`config.mk`:
```
export PLATFORM = sky130hd
export DESIGN_NAME = msi_snoop_ctrl
export DESIGN_NICKNAME = d
export VERILOG_FILES = /design/src/rtl/msi_pkg.sv /design/src/rtl/msi_line_fsm.sv /design/src/rtl/msi_txn_tracker.sv /design/src/rtl/msi_snoop_ctrl.sv
export SDC_FILE = /design/constraint.sdc
export NUM_CORES = 1
export LEC_CHECK = 0
export BUFFER_PORTS_ARGS = -buffer_cell sky130_fd_sc_hd__buf_2
export CAP_MARGIN = 10
export CORE_UTILIZATION = 46
export DETAILED_ROUTE_END_ITERATION = 8
export PLACE_DENSITY_LB_ADDON = 0.25
export SYNTH_ARGS = -nofsm -noshare
export SYNTH_HDL_FRONTEND = slang
export SYNTH_SLANG_ARGS = --single-unit
```
`constraint.sdc`:
```
create_clock -name clk -period 3.7 [get_ports clk]
set_input_delay 0.74 -clock clk [delete_from_list [all_inputs] [get_ports clk]]
set_output_delay 0.74 -clock clk [all_outputs]
set_load 0.03 [all_outputs]
```
`src/rtl/msi_pkg.sv`:
```
package msi_pkg;
   typedef enum logic [2:0] {
      LS_INV  = 3'd0,
      LS_SHR  = 3'd1,
      LS_MOD  = 3'd2,
      LS_IS_W = 3'd3,   // invalid, waiting for readable copy
      LS_IM_W = 3'd4,   // invalid, waiting for writable copy
      LS_SM_W = 3'd5,   // shared, waiting for upgrade
      LS_MI_W = 3'd6    // modified, waiting to write back
   } line_st_t;

   localparam logic [1:0] CMD_GETS = 2'd0;
   localparam logic [1:0] CMD_GETM = 2'd1;
   localparam logic [1:0] CMD_PUTM = 2'd2;

   localparam logic [1:0] OP_LOAD  = 2'd0;
   localparam logic [1:0] OP_STORE = 2'd1;

   typedef enum logic [1:0] {
      PH_IDLE = 2'd0,
      PH_HIT  = 2'd1,
      PH_WAIT = 2'd2,
      PH_DONE = 2'd3
   } phase_t;

   function automatic logic is_waiting(line_st_t s);
      return (s == LS_IS_W) || (s == LS_IM_W) || (s == LS_SM_W) || (s == LS_MI_W);
   endfunction
endpackage

```
`src/rtl/msi_line_fsm.sv`:
```
module msi_line_fsm
   import msi_pkg::*;
(
   input  logic       clk,
   input  logic       rst_n,
   input  logic       acc_here,
   input  logic [1:0] acc_op,
   input  logic       gnt_here,
   input  logic       snp_here,
   input  logic [1:0] snp_cmd,
   output line_st_t   state,
   output logic       supply
);
   line_st_t nxt;
   logic     dirty_hit;

   assign dirty_hit = snp_here && (snp_cmd != CMD_PUTM) &&
                      ((state == LS_MOD) || (state == LS_MI_W));

   always_comb begin
      nxt = state;
      if (gnt_here) begin
         unique case (state)
            LS_IS_W:          nxt = LS_SHR;
            LS_IM_W, LS_SM_W: nxt = LS_MOD;
            LS_MI_W:          nxt = LS_INV;
            default:          nxt = state;
         endcase
      end else if (snp_here) begin
         if (snp_cmd == CMD_GETS) begin
            if (state == LS_MOD)       nxt = LS_SHR;
            else if (state == LS_MI_W) nxt = LS_INV;
         end else if (snp_cmd == CMD_GETM) begin
            if ((state == LS_SHR) || (state == LS_MOD) || (state == LS_MI_W))
               nxt = LS_INV;
            else if (state == LS_SM_W)
               nxt = LS_IM_W;
         end
      end else if (acc_here) begin
         unique case (state)
            LS_INV: begin
               if (acc_op == OP_LOAD)       nxt = LS_IS_W;
               else if (acc_op == OP_STORE) nxt = LS_IM_W;
            end
            LS_SHR: begin
               if (acc_op == OP_STORE)      nxt = LS_SM_W;
               else if (acc_op[1])          nxt = LS_INV;
            end
            LS_MOD: begin
               if (acc_op[1])               nxt = LS_MI_W;
            end
            default: nxt = state;
         endcase
      end
   end

   always_ff @(posedge clk) begin
      if (!rst_n) begin
         state  <= LS_INV;
         supply <= 1'b0;
      end else begin
         state  <= nxt;
         supply <= dirty_hit;
      end
   end


   inval_on_getm_chk: assert property (@(posedge clk) disable iff (!rst_n)
      (snp_here && !gnt_here && snp_cmd == CMD_GETM && !is_waiting(state))
      |=> (state == LS_INV));


   downgrade_on_gets_chk: assert property (@(posedge clk) disable iff (!rst_n)
      (snp_here && !gnt_here && snp_cmd == CMD_GETS && state == LS_MOD)
      |=> (state == LS_SHR));


   putm_snoop_inert_chk: assert property (@(posedge clk) disable iff (!rst_n)
      (snp_here && !gnt_here && !acc_here && snp_cmd == CMD_PUTM)
      |=> $stable(state));
endmodule

```
`src/rtl/msi_txn_tracker.sv`:
```
module msi_txn_tracker
   import msi_pkg::*;
#(
   parameter int IDX_W = 3
) (
   input  logic             clk,
   input  logic             rst_n,
   input  logic             acc,
   input  logic             acc_miss,
   input  logic [1:0]       acc_cmd,
   input  logic [IDX_W-1:0] acc_blk,
   input  logic             gnt,
   input  logic             gnt_fetch,
   input  logic             gnt_wb,
   input  logic             kill,
   output logic             idle,
   output logic             req,
   output logic [1:0]       req_cmd,
   output logic [IDX_W-1:0] req_blk,
   output logic             done,
   output logic             fetched,
   output logic             wrote_back
);
   phase_t phase;

   assign idle = (phase == PH_IDLE);
   assign req  = (phase == PH_WAIT);
   assign done = (phase == PH_HIT) || (phase == PH_DONE);

   always_ff @(posedge clk) begin
      if (!rst_n) begin
         phase      <= PH_IDLE;
         req_cmd    <= CMD_GETS;
         req_blk    <= '0;
         fetched    <= 1'b0;
         wrote_back <= 1'b0;
      end else begin
         unique case (phase)
            PH_IDLE: if (acc) begin
               phase      <= acc_miss ? PH_WAIT : PH_HIT;
               req_cmd    <= acc_cmd;
               req_blk    <= acc_blk;
               fetched    <= 1'b0;
               wrote_back <= 1'b0;
            end
            PH_WAIT: if (gnt) begin
               phase      <= PH_DONE;
               fetched    <= gnt_fetch;
               wrote_back <= gnt_wb;
            end else if (kill) begin
               phase      <= PH_DONE;
               fetched    <= 1'b0;
               wrote_back <= 1'b0;
            end
            default: phase <= PH_IDLE;
         endcase
      end
   end


   req_hold_chk: assert property (@(posedge clk) disable iff (!rst_n)
      (req && !gnt) |=> (!req || ($stable(req_cmd) && $stable(req_blk))));


   done_after_gnt_chk: assert property (@(posedge clk) disable iff (!rst_n)
      (req && gnt) |=> (done && !req));
endmodule

```
`src/rtl/msi_snoop_ctrl.sv`:
```
module msi_snoop_ctrl
   import msi_pkg::*;
#(
   parameter int NUM_BLOCKS = 8,
   localparam int IDX_W = $clog2(NUM_BLOCKS)
) (
   input  logic             clk,
   input  logic             rst_n,
   input  logic             cpu_valid,
   input  logic [1:0]       cpu_op,
   input  logic [IDX_W-1:0] cpu_blk,
   output logic             cpu_ready,
   output logic             cpu_done,
   output logic             cpu_fetched,
   output logic             cpu_wrote_back,
   output logic             bus_req,
   output logic [1:0]       bus_cmd,
   output logic [IDX_W-1:0] bus_blk,
   input  logic             bus_gnt,
   input  logic             snp_valid,
   input  logic [1:0]       snp_cmd,
   input  logic [IDX_W-1:0] snp_blk,
   output logic             snp_supply
);
   if (NUM_BLOCKS < 2) begin : g_bad_count
      $error("NUM_BLOCKS must be at least 2");
   end
   if ((1 << IDX_W) != NUM_BLOCKS) begin : g_bad_pow2
      $error("NUM_BLOCKS must be a power of two");
   end

   line_st_t               st_vec [NUM_BLOCKS];
   logic [NUM_BLOCKS-1:0]  sup_vec;
   logic [NUM_BLOCKS-1:0]  wait_vec;
   line_st_t               sel_st, bus_st;
   logic                   idle, acc, collide, acc_miss, gnt_eff, kill;
   logic [1:0]             acc_cmd;

   assign sel_st    = st_vec[cpu_blk];
   assign bus_st    = st_vec[bus_blk];
   assign collide   = snp_valid && (snp_blk == cpu_blk);
   assign cpu_ready = idle && !collide;
   assign acc       = cpu_valid && cpu_ready;
   assign gnt_eff   = bus_req && bus_gnt;
   assign kill      = bus_req && snp_valid && (snp_blk == bus_blk) &&
                      (bus_st == LS_MI_W) && (snp_cmd != CMD_PUTM);

   always_comb begin
      acc_miss = 1'b0;
      acc_cmd  = CMD_GETS;
      unique case (sel_st)
         LS_INV: if (!cpu_op[1]) begin
            acc_miss = 1'b1;
            acc_cmd  = (cpu_op == OP_STORE) ? CMD_GETM : CMD_GETS;
         end
         LS_SHR: if (cpu_op == OP_STORE) begin
            acc_miss = 1'b1;
            acc_cmd  = CMD_GETM;
         end
         LS_MOD: if (cpu_op[1]) begin
            acc_miss = 1'b1;
            acc_cmd  = CMD_PUTM;
         end
         default: ;
      endcase
   end

   for (genvar i = 0; i < NUM_BLOCKS; i++) begin : g_line
      msi_line_fsm u_line (
         .clk      (clk),
         .rst_n    (rst_n),
         .acc_here (acc && (cpu_blk == IDX_W'(i))),
         .acc_op   (cpu_op),
         .gnt_here (gnt_eff && (bus_blk == IDX_W'(i))),
         .snp_here (snp_valid && (snp_blk == IDX_W'(i))),
         .snp_cmd  (snp_cmd),
         .state    (st_vec[i]),
         .supply   (sup_vec[i])
      );
      assign wait_vec[i] = is_waiting(st_vec[i]);
   end

   assign snp_supply = |sup_vec;

   msi_txn_tracker #(.IDX_W(IDX_W)) u_trk (
      .clk        (clk),
      .rst_n      (rst_n),
      .acc        (acc),
      .acc_miss   (acc_miss),
      .acc_cmd    (acc_cmd),
      .acc_blk    (cpu_blk),
      .gnt        (gnt_eff),
      .gnt_fetch  ((bus_st == LS_IS_W) || (bus_st == LS_IM_W)),
      .gnt_wb     (bus_st == LS_MI_W),
      .kill       (kill),
      .idle       (idle),
      .req        (bus_req),
      .req_cmd    (bus_cmd),
      .req_blk    (bus_blk),
      .done       (cpu_done),
      .fetched    (cpu_fetched),
      .wrote_back (cpu_wrote_back)
   );


   one_pending_chk: assert property (@(posedge clk) disable iff (!rst_n)
      $countones(wait_vec) <= 1);


   gnt_snoop_excl_chk: assert property (@(posedge clk) disable iff (!rst_n)
      !(bus_gnt && snp_valid));


   supply_after_snoop_chk: assert property (@(posedge clk) disable iff (!rst_n)
      snp_supply |-> $past(snp_valid));


   withdraw_chk: assert property (@(posedge clk) disable iff (!rst_n)
      kill |=> (!bus_req && cpu_done && !cpu_wrote_back));
endmodule

```
==> out/qor.yml <==
pwr:
  p_per_area_nw_per_um2: 276
  power_mw: 1.28
  p_leak_nw: 1.49
  ir_worst_vdd_v: 0.000171
cts:
  clock-sinks: 41
  postCtsHoldBufs: 0
  clk_transition_reported_paths_ps: 90
  htreeDepth: 2
  post-cts-setup-buffers: 0
  root_buffer: "clkbuf_8"
  cts_tree: "done"
  cts_buffers: 5
  clk_latency_ps: 300
  cts_buffer_depth: 2
  cts_resized: 0
setup_path:
  reg2reg_to: "g_line[7].u_line.state[1]$_SDFFE_PN0P_"
  startpoint_type: "input pin"
  setup.worst_path.start: "cpu_blk[1]"
  cp.required_ps: 2960
  cp.arrival_ps: 1930
  critPathKind: "in -> out"
  rrSetupSlack_ps: 1050
  timing.rr.start: "u_trk.req_blk[1]$_SDFFE_PN0P_"
  r2r_cells: 6
  end_kind: "output port"
  path_max_fanout: 15
global_routing:
  grt_pass1_wl_um: 22900
  grt-ovfl-total: 0
  grt_pass1_vias: 4369
  grt_start_max_net_pins: 26
  antenna_found_initial: 0
  grt_usage: 0.289
timing:
  fin_crit_ps: 2670
  slew_viol_final: 0
  finalHoldViolations: 0
  rsz0062_at_grt: "no"
  hold_ws_ps: 472
  finalClockSkew_ps: 2.72
  setup_viol: 0
  finalCritPeriodShare: 0.721
  setup_ws_ps: 1030
  slew_headroom: 0.364
  tightest_slew_ps: 953
  tns_ps: 0
  fmax_mhz: 375
job:
  cap_violations: 0
synth:
  syn_nets: 620
  syn_avg_cell_area_sq_um: 7.24
  ys_seq_area_frac: 0.187
  yosysWarnings: 0
  ys_types: 78
  synthArstFlopShare: 0
  synthCells: 605
  syn_area_sq_um: 4380
  synth-seq-cells: 41
  synth-edff-count: 0
  ys.flop_type: "dfxtp_1"
layout:
  final_common_cell: "nor2_1"
  antenna_cells: 0
  fin_nets: 598
  stdcell_count: 713
  mostFrequentLayoutCells: "48 x nor2_1, 44 x nand2_1, 43 x a21oi_1, 41 x dfxtp_1, 35 x o21ai_0"
  syn_to_final_growth_pct: 5.74
  post_route_cells_drive_above_1_share: 0.132
worst_hold_path:
  min_path_cells: 2
  holdCritStartpoint: "u_trk.req_cmd[0]$_SDFFE_PN0P_"
  hold_class: "reg -> reg"
  min_to: "u_trk.req_cmd[0]$_SDFFE_PN0P_"
drt:
  viasPerCell: 6.71
  ant_nets: 0
  drt_first_iter_violations: 502
  wire_per_inst_um: 19.7
  drt_pass1_iterations: 5
  routed_wl_um: 14100
  dr_total_vias: 4785
  post-route-drc-count: 0
floorplanning:
  rows: 35
  ios: 26
  die_h_um: 99.6
  initial_core_util: 0.474
  fp.dieW_um: 99.6
  core_sq_um: 9240
  die_area_sq_um: 9910
placed_design:
  dp_slack_ps: 850
  placedCellCount: 705
  place_congestion: 0.936
  port-buffer-count: 25
  dp_hpwl_um: 9780
run_status:
  status: "finished clean"
## per-layer routing
metal  vias to the layer above  track usage  share of wire  wire length, um
met4                         0        0.103          0.035              487
li1                       2217            -              -                -
met3                        45       0.0372          0.077             1080
met5                         -            0              0                0
met1                      2290        0.394           0.44             6180
met2                       233        0.470           0.45             6310
## stage by stage
stage / util / cell area, sq um
after floorplan: - / 4380
after global placement: 0.486 / 4490
after detailed placement: 0.486 / 4490
after CTS: 0.501 / 4630
after global routing: 0.501 / 4630
final: 0.501 / 4630
## cell families after synthesis
kind of cell	Yosys count	share of synthesized area
mux	23	0.0843
buf+inv	86	0.0794
flops	41	0.187
compound gates	184	0.292
xor+xnor	17	0.0340
simple gates	254	0.323
## power by group
| part | total, mW | internal (mW) | switching [mW] |
|---|---|---|---|
| logic | 0.323 | 0.124 | 0.199 |
| clock network | 0.461 | 0.272 | 0.189 |
| registers | 0.495 | 0.453 | 0.0416 |
## critical path, stage by stage
cell and delay, ps:
buf_2 230, xnor2_1 360, nand4_1 210, nor3b_1 200, buf_2 180
## Yosys cell counts (all sizes together) (3+ instances only)
library cell | count | area (sq um)
a2111oi | 7 | 80.1
a211o | 3 | 26.3
a211oi | 6 | 50.1
a21o | 3 | 22.5
a21oi | 43 | 215
a221oi | 4 | 58.8
a22oi | 4 | 30.0
a31oi | 19 | 119
a32oi | 3 | 26.3
and2 | 3 | 18.8
and3 | 3 | 18.8
buf | 21 | 104
clkbuf | 47 | 176
dfxtp | 41 | 821
inv | 18 | 67.6
mux2i | 11 | 110
mux4 | 11 | 248
nand2 | 44 | 165
nand2b | 27 | 169
nand3 | 20 | 100
nand3b | 3 | 22.5
nand4 | 11 | 68.8
nand4b | 7 | 67.6
nor2 | 49 | 184
nor2b | 16 | 100
nor3 | 26 | 140
nor3b | 6 | 45.0
nor4 | 11 | 75.1
o211ai | 4 | 30.0
o21ai | 36 | 180
o21bai | 5 | 37.5
o22ai | 10 | 62.6
o311ai | 5 | 43.8
o31ai | 10 | 75.1
o32a | 3 | 30.0
or2 | 4 | 25.0
or3 | 8 | 50.1
xnor2 | 10 | 87.6
xor2 | 7 | 61.3
## worst max path at each step
stage / cells past startpoint / to / slack [ps]
2_1_floorplan: 4 / cpu_ready / 1020
3_3_place_gp: 8 / g_line[3].u_line.state[1]$_SDFFE_PN0P_ / 890
3_5_place_dp: 8 / g_line[3].u_line.state[1]$_SDFFE_PN0P_ / 850
4_1_cts: 5 / cpu_ready / 1030
5_1_grt: 6 / g_line[7].u_line.state[1]$_SDFFE_PN0P_ / 840
6_report: 5 / cpu_ready / 1030
## area by class of cell
type                            instances  area (sq um)
Tap cell                              129           161
Fill cell                             908          4610
Timing Repair Buffer                   39           230
Multi-Input combinational cell        478          3210
Clock buffer                            5          68.8
Clock inverter                          3          68.8
Sequential cell                        41           821
Inverter                               18          67.6
## state kept, by name, summed over array words and instances (netlist names)
signal / flops
g_line.u_line.state: 24
g_line.u_line.supply: 8
u_trk.fetched: 1
u_trk.phase: 2
u_trk.req_blk: 3
u_trk.req_cmd: 2
u_trk.wrote_back: 1
(Power assumes the default switching activity.)
